==> src/rtl/evc_pkg.sv <==
package evc_pkg;
    localparam int CNT_W   = 32;
    localparam int NUM_CNT = 2;
    localparam int EV_N    = 16;
    localparam int SEL_W   = $clog2(EV_N);
    localparam int MODE_N  = 4;
    localparam int MODE_W  = $clog2(MODE_N);
    localparam int WORD_W  = NUM_CNT * CNT_W;
    localparam int CTRL_W  = MODE_N + 1 + NUM_CNT * SEL_W;

    typedef enum logic [MODE_W-1:0] {
        PM_EXC  = 2'd0,
        PM_KERN = 2'd1,
        PM_SUP  = 2'd2,
        PM_USER = 2'd3
    } pmode_e;

    typedef struct packed {
        logic [NUM_CNT-1:0][SEL_W-1:0] ev_sel;
        logic                          int_en;
        logic [MODE_N-1:0]             mode_en;
    } ctrl_t;

    function automatic logic top_bit(input logic [CNT_W-1:0] v);
        return v[CNT_W-1];
    endfunction
endpackage

==> src/rtl/evc_mode_qual.sv <==
module evc_mode_qual
    import evc_pkg::*;
(
    input  logic [MODE_W-1:0] mode,
    input  logic [MODE_N-1:0] mode_en,
    output logic              allow
);
    pmode_e cur;
    always_comb begin
        cur   = pmode_e'(mode);
        allow = mode_en[cur];
    end
endmodule

==> src/rtl/evc_slice.sv <==
module evc_slice #(
    parameter int CNT_W = 32,
    parameter int EV_N  = 16,
    localparam int SEL_W = $clog2(EV_N)
) (
    input  logic             clk,
    input  logic             rst,
    input  logic             allow,
    input  logic [EV_N-1:0]  events,
    input  logic [SEL_W-1:0] sel,
    input  logic             ld,
    input  logic [CNT_W-1:0] ld_val,
    output logic [CNT_W-1:0] cnt
);
    localparam logic [CNT_W-1:0] ONE  = CNT_W'(1);
    localparam logic [CNT_W-1:0] FULL = '1;

    logic hit;
    logic [CNT_W-1:0] cnt_q;

    assign hit = allow & events[sel];

    always_ff @(posedge clk) begin
        if (rst)
            cnt_q <= '0;
        else if (ld)
            cnt_q <= ld_val;
        else if (hit)
            cnt_q <= cnt_q + ONE;
    end

    assign cnt = cnt_q;

    a_r10_write_wins: assert property (@(posedge clk) disable iff (rst)
        ld |=> cnt_q == $past(ld_val));
    a_r4_step: assert property (@(posedge clk) disable iff (rst)
        (!ld && hit) |=> cnt_q == $past(cnt_q) + ONE);
    a_r5_hold: assert property (@(posedge clk) disable iff (rst)
        (!ld && !hit) |=> $stable(cnt_q));
    a_r11_wrap: assert property (@(posedge clk) disable iff (rst)
        (!ld && hit && cnt_q == FULL) |=> (cnt_q == '0 && !cnt_q[CNT_W-1]));
endmodule

==> src/rtl/evc_pair.sv <==
module evc_pair
    import evc_pkg::*;
(
    input  logic              clk,
    input  logic              rst,
    input  logic [MODE_W-1:0] mode,
    input  logic [EV_N-1:0]   events,
    input  logic              reg_sel,
    input  logic              reg_we,
    input  logic [WORD_W-1:0] reg_wdata,
    output logic [WORD_W-1:0] reg_rdata,
    output logic              irq
);
    ctrl_t             ctrl_q;
    logic              allow;
    logic              cnt_ld;
    logic [WORD_W-1:0] cnt_word;
    logic [NUM_CNT-1:0] ovf;

    always_ff @(posedge clk) begin
        if (rst)
            ctrl_q <= '0;
        else if (reg_we && !reg_sel)
            ctrl_q <= ctrl_t'(reg_wdata[CTRL_W-1:0]);
    end

    evc_mode_qual u_qual (
        .mode    (mode),
        .mode_en (ctrl_q.mode_en),
        .allow   (allow)
    );

    assign cnt_ld = reg_we & reg_sel;

    for (genvar i = 0; i < NUM_CNT; i++) begin : g_cnt
        logic [CNT_W-1:0] c;
        evc_slice #(.CNT_W(CNT_W), .EV_N(EV_N)) u_slice (
            .clk    (clk),
            .rst    (rst),
            .allow  (allow),
            .events (events),
            .sel    (ctrl_q.ev_sel[i]),
            .ld     (cnt_ld),
            .ld_val (reg_wdata[i*CNT_W +: CNT_W]),
            .cnt    (c)
        );
        assign cnt_word[i*CNT_W +: CNT_W] = c;
        assign ovf[i] = top_bit(c);
    end

    assign reg_rdata = reg_sel ? cnt_word : {{(WORD_W-CTRL_W){1'b0}}, ctrl_q};
    assign irq = ctrl_q.int_en & (|ovf);

    a_r1_reset_clear: assert property (@(posedge clk)
        rst |=> (ctrl_q == '0 && cnt_word == '0));
    a_r7_stopped: assert property (@(posedge clk) disable iff (rst)
        (ctrl_q == '0 && !cnt_ld) |=> $stable(cnt_word));
    a_r12_ctrl_hold: assert property (@(posedge clk) disable iff (rst)
        !reg_we |=> $stable(ctrl_q));
endmodule

==> config.mk <==
export PLATFORM = sky130hd
export DESIGN_NAME = evc_pair
export DESIGN_NICKNAME = d
export VERILOG_FILES = /design/src/rtl/evc_pkg.sv /design/src/rtl/evc_mode_qual.sv /design/src/rtl/evc_slice.sv /design/src/rtl/evc_pair.sv
export SDC_FILE = /design/constraint.sdc
export NUM_CORES = 1
export LEC_CHECK = 0
export BUFFER_PORTS_ARGS = -buffer_cell sky130_fd_sc_hd__buf_2
export CAP_MARGIN = 20
export CORE_AREA = 2 2 132 82
export DETAILED_ROUTE_END_ITERATION = 10
export DIE_AREA = 0 0 134 84
export GPL_ROUTABILITY_DRIVEN = 0
export PLACE_DENSITY = 0.8
export SETUP_SLACK_MARGIN = 0.2
export SLEW_MARGIN = 5
export SYNTH_ARGS = -nofsm -noshare
export SYNTH_HDL_FRONTEND = slang
export SYNTH_SLANG_ARGS = --single-unit
==> constraint.sdc <==
create_clock -name clk -period 2.6 [get_ports clk]
set_input_delay 0.52 -clock clk [delete_from_list [all_inputs] [get_ports clk]]
set_output_delay 0.52 -clock clk [all_outputs]
set_load 0.1 [all_outputs]
Word level (Yosys, flattened, before mapping) --
Index checks and enable logic that the tools add are counted.
Operators by class: bitwise operators 4, mux-type cells 11, $add $sub $neg 2, magnitude comparators 3, reductions and logical operators 5
Operators by type and width (number):
- two-way mux 32 bit | 4
- adder 32 x 1 -> 32 bit (second input constant) | 2
- two-way mux 64 bit | 1
- < comparator 4 x 5 -> 1 bit (second input constant) | 2
- binary-select mux 1 bit (select 4 bit) | 2
- AND 1 bit | 4
- nonzero test 2 bit | 2
- < comparator 2 x 3 -> 1 bit (second input constant) | 1
- two-way mux 1 bit | 3
- binary-select mux 1 bit (select 2 bit) | 1
- OR reduction 2 bit | 1
- logical AND 1 bit | 1
- logical NOT 1 bit | 1
Word-level totals: input bits 86, bits in registers 77, word-level logic and storage cells 31

Longest topological paths before layout --
Gate-level depths: netlist of the first run.
word-level depth 5, gate-level depth with buffers 9, mapped depth without buffers 6

Cells and area by module --
A second synthesis of the first run with hierarchy kept.
Second synthesis, totals: cell total of the unflattened synthesis 604, area total of the unflattened synthesis 5127.4 sq um
Modules (own cells, without submodules):
- evc_slice | area each 1983.2 sq um, cells each 236, instances 2
- evc_pair | area each 1138.6 sq um, cells each 131, instances 1
- evc_mode_qual | area each 22.5 sq um, cells each 1, instances 1

Least setup slack after synthesis of the first run --
Ideal clock, no wire load.
kind in2out, start in reg_sel, end out reg_rdata[10], buffers on the path 2, data arrival time 2.942 ns, stages on the path 3, path slack -0.862 ns, cell sequence clkbuf_1 -> clkbuf_1 -> o21ai_0
On the way: cells in the longest elaborated chain, start to end 1
Ends and longest elaborated chain:
- from (decl) | RTL line evc_pair.sv:8 | input logic reg_sel,
- two-way mux 64 bit | RTL line evc_pair.sv:51 | assign reg_rdata = reg_sel ? cnt_word : {{(WORD_W-CTRL_W){1'b0}}, ctrl_q};
- to (decl) | RTL line evc_pair.sv:11 | output logic [WORD_W-1:0] reg_rdata,
Every way passes these cells.

Worst setup path after layout of the first run --
start reg ctrl_q[9] (netlist name), end reg g_cnt[1].u_slice.cnt_q[23]
On the way: cells in the longest elaborated chain, start to end 4
Ends and longest elaborated chain:
- from (decl) | RTL line evc_pair.sv:14 | ctrl_t ctrl_q;
- from (signal assigned) | RTL line evc_pair.sv:24 | ctrl_q <= ctrl_t'(reg_wdata[CTRL_W-1:0]);
- binary-select mux 1 bit (select 4 bit) | RTL line evc_slice.sv:21 | assign hit = allow & events[sel];
- two-way mux 1 bit (implied by the code) | RTL line evc_slice.sv:21
- AND 1 bit | RTL line evc_slice.sv:21
- nonzero test 2 bit (no source line)
- to (signal assigned) | RTL line evc_slice.sv:27 | cnt_q <= ld_val;
- to (signal assigned) | RTL line evc_slice.sv:29 | cnt_q <= cnt_q + ONE;
- to (decl) | RTL line evc_slice.sv:19 | logic [CNT_W-1:0] cnt_q;
Every way passes these cells. The select of a mux whose other input is x is not followed. A chain may end at the register's enable or synchronous reset.

==> out/results.txt, run 1 <==
Gr usage total = 0.277
Final setup TNS = 0 ns
Hold WS = 0.434 ns
Wire length per cell = 18.2 µm
Worst-Margin Slew = 0.572 ns
Filler cell count = 740
Highest clock rate = 420 MHz
Cell variety after synth = 51
Fin area = 0.00740 mm²
Number of synthesized flops with an enable pin = 0
Placed Area = 0.00690 mm²
Worst EP required = 2.87 ns
Warnings, synthesis = 0
DR iter-0 viols = 541
CP Launch Type = flip-flop
Mapped cell area = 0.00493 mm²
DRC Markers = 0
PortBufs = 150
Worst-path clk slew = 0.06 ns
Final net count = 832
WP data arrival = 2.65 ns
Cell leakage power = 2.82 nW
Most frequent cells in the layout = buf_2, nor2_1, buf_12
WS Path Type = flip-flop to flip-flop
FF-to-FF path depth = 9
Final min period = 2.38 ns
Synth Register Bits = 77
CTS tree = built
Via density = 6.09
Async SR Flop Fraction = 0
# rows = 29
Largest net degree at the start of global routing = 71
Final hold viol count = 0
Worst Hold Endpoint = ctrl_q[2]
Initial antenna violation count = 0
Share of cells above drive strength 1 = 0.381
RSZ-0062 raised after global routing = false
Dpl hpwl = 11600 µm
Gate count of the mapped netlist = 604
Cell area power density = 497 mW/mm²
Final period utilization = 0.915
Final wirelength = 16200 µm
Root buf cell = clkbuf_16
Reg-to-reg endpoint = g_cnt[1].u_slice.cnt[23]
Area Overhead vs Synth = 50.1%
CP endpoint kind = flip-flop
Final setup violation count = 0
Reg2Reg Setup Slack = 0.22 ns
Sequential area share after synthesis = 0.313
Syn_area_per_cell = 8.17 µm²
DIE WIDTH = 134 µm
Syn Nets = 692
VDD IR max = 0.425 mV
Hold path depth = 3
TritonCTS buffer count = 9
Clk Latency, worst-skew pair = 0.34 ns
Power Total = 0.00368 W
Chip height = 84 µm
CTS HTree Levels = 3
Most used DFF post-synth = dfxtp_1
Starting Density = 0.484
Clk sinks = 77
Final non-filler cell total = 888
Io pins = 151
Diodes inserted = 0
Hold Crit Class = primary input to flip-flop
Max Root-Sink Buffers = 2
Placed cells = 865
Most common cell after layout, fill and taps aside = buf_2
Hold Startpoint = reg_wdata[2]
Vias = 5407
Vias in the first global route = 5046
Core Region = 0.0102 mm²
Final ANT Viol Nets = 0
Max-cap viol count = 0
Final worst clock skew = 0.00584 ns
Die footprint = 0.0113 mm²
Pins Over Slew Limit = 0
Worst Path Max Fanout = 13
Router iterations before antenna repair = 5
RR Startpoint = ctrl_q[9]
Global-route wire length before repair = 25300 µm
Status = finished clean
Slew headroom = 0.619
Grt total ovfl = 0
[per-stage QoR]
step / setup slack [ns] / utilization
final: 0.222 / 0.726
after floorplan: -0.110 / -
after detailed placement: -0.145 / 0.677
after global routing: 0.157 / 0.726
after global placement: -0.120 / 0.677
after CTS: 0.203 / 0.710
[kinds of logic after synthesis]
group | share of synthesized area
AO/OA/AOI/OAI | 0.237
multiplexers | 0.0639
buffers and inverters | 0.0462
flip-flops | 0.313
XOR/XNOR | 0.0852
adder cells (fa/ha/maj) | 0.00507
AND/OR/NAND/NOR | 0.250
[layer usage]
layer / up-vias / track usage / wire, µm
met5: - / 0 / 0
met4: 0 / 0.0822 / 336
met3: 36 / 0.0625 / 1510
met2: 350 / 0.442 / 7340
met1: 2531 / 0.374 / 7000
li1: 2490 / - / -
[critical path: stages, from the launching register on]
cell and delay, ns:
dfxtp_4 0.39, buf_4 0.14, mux2_2 0.35, o311ai_2 0.31, a211oi_4 0.08, buf_4 0.17, clkbuf_16 0.17, or2_4 0.27
a311o_1 0.27, a31oi_1 0.15
[registers in the layout, indices dropped and copies added, names as in the netlist]
register,cells
g_cnt.u_slice.cnt,64
ctrl_q,13
[cell usage after synthesis, types with 3 or more instances]
library cell,instances,area share
o211ai_1,22,0.033
a211oi_1,47,0.072
o31ai_1,4,0.0061
o21ai_0,16,0.016
a21oi_1,14,0.014
and2_1,62,0.079
xor2_1,43,0.076
buf_2,5,0.0051
nand3_1,8,0.0081
clkbuf_1,42,0.032
nor3_1,3,0.0030
mux2_2,18,0.041
nand4_1,6,0.0076
and4_1,4,0.0071
nand2_1,43,0.033
nor2_1,75,0.057
and3_1,11,0.014
or4_1,4,0.0061
or3_1,8,0.010
a311oi_1,13,0.023
nor2b_1,3,0.0038
mux2i_1,9,0.018
dfxtp_1,77,0.31
xnor2_1,5,0.0089
inv_1,6,0.0046
o2111ai_1,19,0.034
nand2b_1,3,0.0038
[worst max path at each step]
| stage | start | end | slack [ns] | cells after the start |
|---|---|---|---|---|
| 2_1_floorplan | reg_sel | reg_rdata[10] | -0.11 | 3 |
| 3_3_place_gp | events[2] | g_cnt[1].u_slice.cnt[23] | -0.12 | 8 |
| 3_5_place_dp | events[2] | g_cnt[1].u_slice.cnt[23] | -0.15 | 8 |
| 4_1_cts | ctrl_q[3] | g_cnt[0].u_slice.cnt[30] | 0.20 | 7 |
| 5_1_grt | mode[0] | g_cnt[0].u_slice.cnt[25] | 0.16 | 8 |
| 6_report | ctrl_q[9] | g_cnt[1].u_slice.cnt[23] | 0.22 | 9 |
[what timing repair did]
item	CTS	global route
resized for setup	5	30
gates cloned	0	1
hold buffers	0	0
endpoints found under the setup margin	15	21
hold endpoints to repair	0	0
buffers inserted	3	3
pin swaps	2	7
[final cells by class]
cell class	instances	area [µm²]	share of cell area
Multi-Input combinational cell	471	3330	0.450
Timing Repair Buffer	179	2010	0.271
Sequential cell	77	1560	0.210
Clock buffer	12	236	0.0320
Tap cell	139	174	0.0235
Clock inverter	4	72.6	0.00981
Inverter	6	22.5	0.00304
[where the power goes]
part           total, W  internal [W]  switching, W
Clock           0.00133      0.000840      0.000493
Sequential      0.00136       0.00126     0.0000987
Combinational  0.000986      0.000378      0.000608
Note: power is estimated with default switching activity, not from simulation.
==> run 2: changes to the inputs <==
RECOVER_POWER = 50   (was unset)
==> run 2 against run 1 <==
  * First-iteration DRC count down 0.92%
  * Total power down 1.8%
  * Sequential power about the same
  * Clock power about the same
  * Register-to-register slack about the same
  * Count of clock-buffer cells in the layout unchanged
  * Combinational power down 7.4%
  * Non-clock buffer count unchanged
==> out/results.txt, run 2 (synthesized netlist as in run 1, its figures left out) <==
Worst Path Max Fanout = 13 (unchanged)
GR Util met2 = 0.442 (unchanged)
Buf/Inv on CP = 3 (unchanged)
Fin area = 0.00695 mm² (was 0.00740 mm²)
Die footprint = 0.0113 mm² (unchanged)
Final ANT Viol Nets = 0 (unchanged)
Dpl hpwl = 11600 µm (unchanged)
DIE WIDTH = 134 µm (unchanged)
Via density = 6.03 (was 6.09)
Status = finished clean (unchanged)
Grt total ovfl = 0 (unchanged)
GR Util met3 = 0.0625 (unchanged)
Hold Crit Class = primary input to flip-flop (unchanged)
PortBufs = 150 (unchanged)
Final core utilization = 0.681 (was 0.726)
RSZ-0062 raised after global routing = false (unchanged)
Vias in the first global route = 5046 (unchanged)
Multi-input logic area = 0.00331 mm² (was 0.00333 mm²)
Diodes inserted = 0 (unchanged)
FF-to-FF path depth = 9 (unchanged)
GR peak layer = met2 (unchanged)
Filler cell count = 793 (was 740)
Placed Area = 0.00690 mm² (unchanged)
Cell area power density = 519 mW/mm² (was 497 mW/mm²)
Critical path's slowest cell = dfxtp_4 (unchanged)
Slew headroom = 0.185 (was 0.619)
Worst EP required = 2.87 ns (about the same)
# hold bufs at CTS = 0 (unchanged)
Worst-path cell chain = buf_4 -> mux2_2 -> o311ai_2 -> a211oi_4 -> buf_4 -> clkbuf_16 -> or2_4 -> a311o_1 -> a31oi_1 (unchanged)
CP endpoint kind = flip-flop (unchanged)
Initial antenna violation count = 0 (unchanged)
Router iterations before antenna repair = 6 (was 5)
Area Overhead vs Synth = 40.8% (was 50.1%)
Worst-Margin Slew = 1.23 ns (was 0.572 ns)
Pre-CTS setup slack = -0.145 ns (unchanged)
Pins Over Slew Limit = 0 (unchanged)
Most common cell after layout, fill and taps aside = buf_2 (unchanged)
Critical path depth in cells = 9 (unchanged)
Max FFs per register = 64 (unchanged)
Vias = 5354 (was 5407)
CP delay by family, top = compound AO/OA/AOI/OAI gates (unchanged)
Largest stage delay on the critical path = 0.39 ns (about the same)
Power Total = 0.00361 W (was 0.00368 W)
Final wirelength = 16400 µm (was 16200 µm)
WS Path Type = flip-flop to flip-flop (unchanged)
Largest net degree at the start of global routing = 71 (unchanged)
Crit path top cell by count = buf_4 (unchanged)
CTS tree = built (unchanged)
Register area = 0.00156 mm² (unchanged)
DRC Markers = 0 (unchanged)
DR iter-0 viols = 536 (was 541)
Worst setup margin = 0.220 ns (was 0.222 ns)
Most frequent cells in the layout = buf_2, nor2_1, dfxtp_1 (was buf_2, nor2_1, buf_12)
Final setup violation count = 0 (unchanged)
Final period utilization = 0.915 (about the same)
Global-route wire length before repair = 25300 µm (unchanged)
CP Launch Type = flip-flop (unchanged)
# rows = 29 (unchanged)
TritonCTS buffer count = 9 (unchanged)
Chip height = 84 µm (unchanged)
Final setup TNS = 0 ns (unchanged)
Met1 Resource Use GR = 0.374 (unchanged)
Share of cells above drive strength 1 = 0.355 (was 0.381)
Gr usage total = 0.277 (unchanged)
Max Root-Sink Buffers = 2 (unchanged)
Hold path depth = 3 (unchanged)
Clk Latency, worst-skew pair = 0.34 ns (about the same)
Starting Density = 0.484 (unchanged)
VDD IR max = 0.424 mV (was 0.425 mV)
Final min period = 2.38 ns (about the same)
WP data arrival = 2.65 ns (about the same)
Io pins = 151 (unchanged)
Final worst clock skew = 0.00513 ns (was 0.00584 ns)
Highest clock rate = 420 MHz (about the same)
Final hold viol count = 0 (unchanged)
Wire length per cell = 18.4 µm (was 18.2 µm)
Cell leakage power = 2.68 nW (was 2.82 nW)
Root buf cell = clkbuf_16 (unchanged)
Clk sinks = 77 (unchanged)
Worst-path clk slew = 0.06 ns (about the same)
Core Region = 0.0102 mm² (unchanged)
Final net count = 832 (unchanged)
Max-cap viol count = 0 (unchanged)
CTS HTree Levels = 3 (unchanged)
[run 2: per-layer routing]
layer	part of all wire	wire [µm]
met1	0.43	6990
met2	0.45	7410
met3	0.10	1640
met4	0.021	341
met5	0	0
[run 2: area by class of cell]
| type | instances | area share |
|---|---|---|
| clock buffer | 12 | 0.0340 |
| clock inverter | 4 | 0.0104 |
| inverter | 6 | 0.00324 |
| multi-input combinational | 471 | 0.477 |
| sequential | 77 | 0.224 |
| tap | 139 | 0.0250 |
| timing repair buffer | 179 | 0.226 |
[run 2: tightest hold or removal path: stages]
cell and delay [ns]:
buf_2 0.11, nand2_1 0.05, a21oi_1 0.05
[run 2: final timing paths]
path                      from                        to  slack [ns]
setup / recovery     ctrl_q[9]  g_cnt[1].u_slice.cnt[23]        0.22
hold / removal    reg_wdata[4]                 ctrl_q[4]        0.43
setup reg to reg     ctrl_q[9]  g_cnt[1].u_slice.cnt[23]        0.22
hold reg to reg      ctrl_q[4]                 ctrl_q[4]        0.48
[run 2: what timing repair did]
action / 4_1_cts / 5_1_grt
setup buffers: 3 / 3
setup endpoints to repair: 15 / 21
gates resized for setup: 5 / 30
pin swaps: 2 / 7
cloned: 0 / 1
[run 2: power breakdown]
part	leakage (nW)	switching [W]	internal [W]
logic	1.89	0.000599	0.000314
registers	0.639	0.0000992	0.00126
clock network	0.147	0.000498	0.000841
total	2.68	0.00120	0.00241
[run 2: metrics by stage]
stage	hold WS [ns]	std cells
CTS	0.421	884
finish	0.431	888
global route	0.429	888
floorplan	0.444	604
detailed placement	0.468	865
global placement	0.455	865
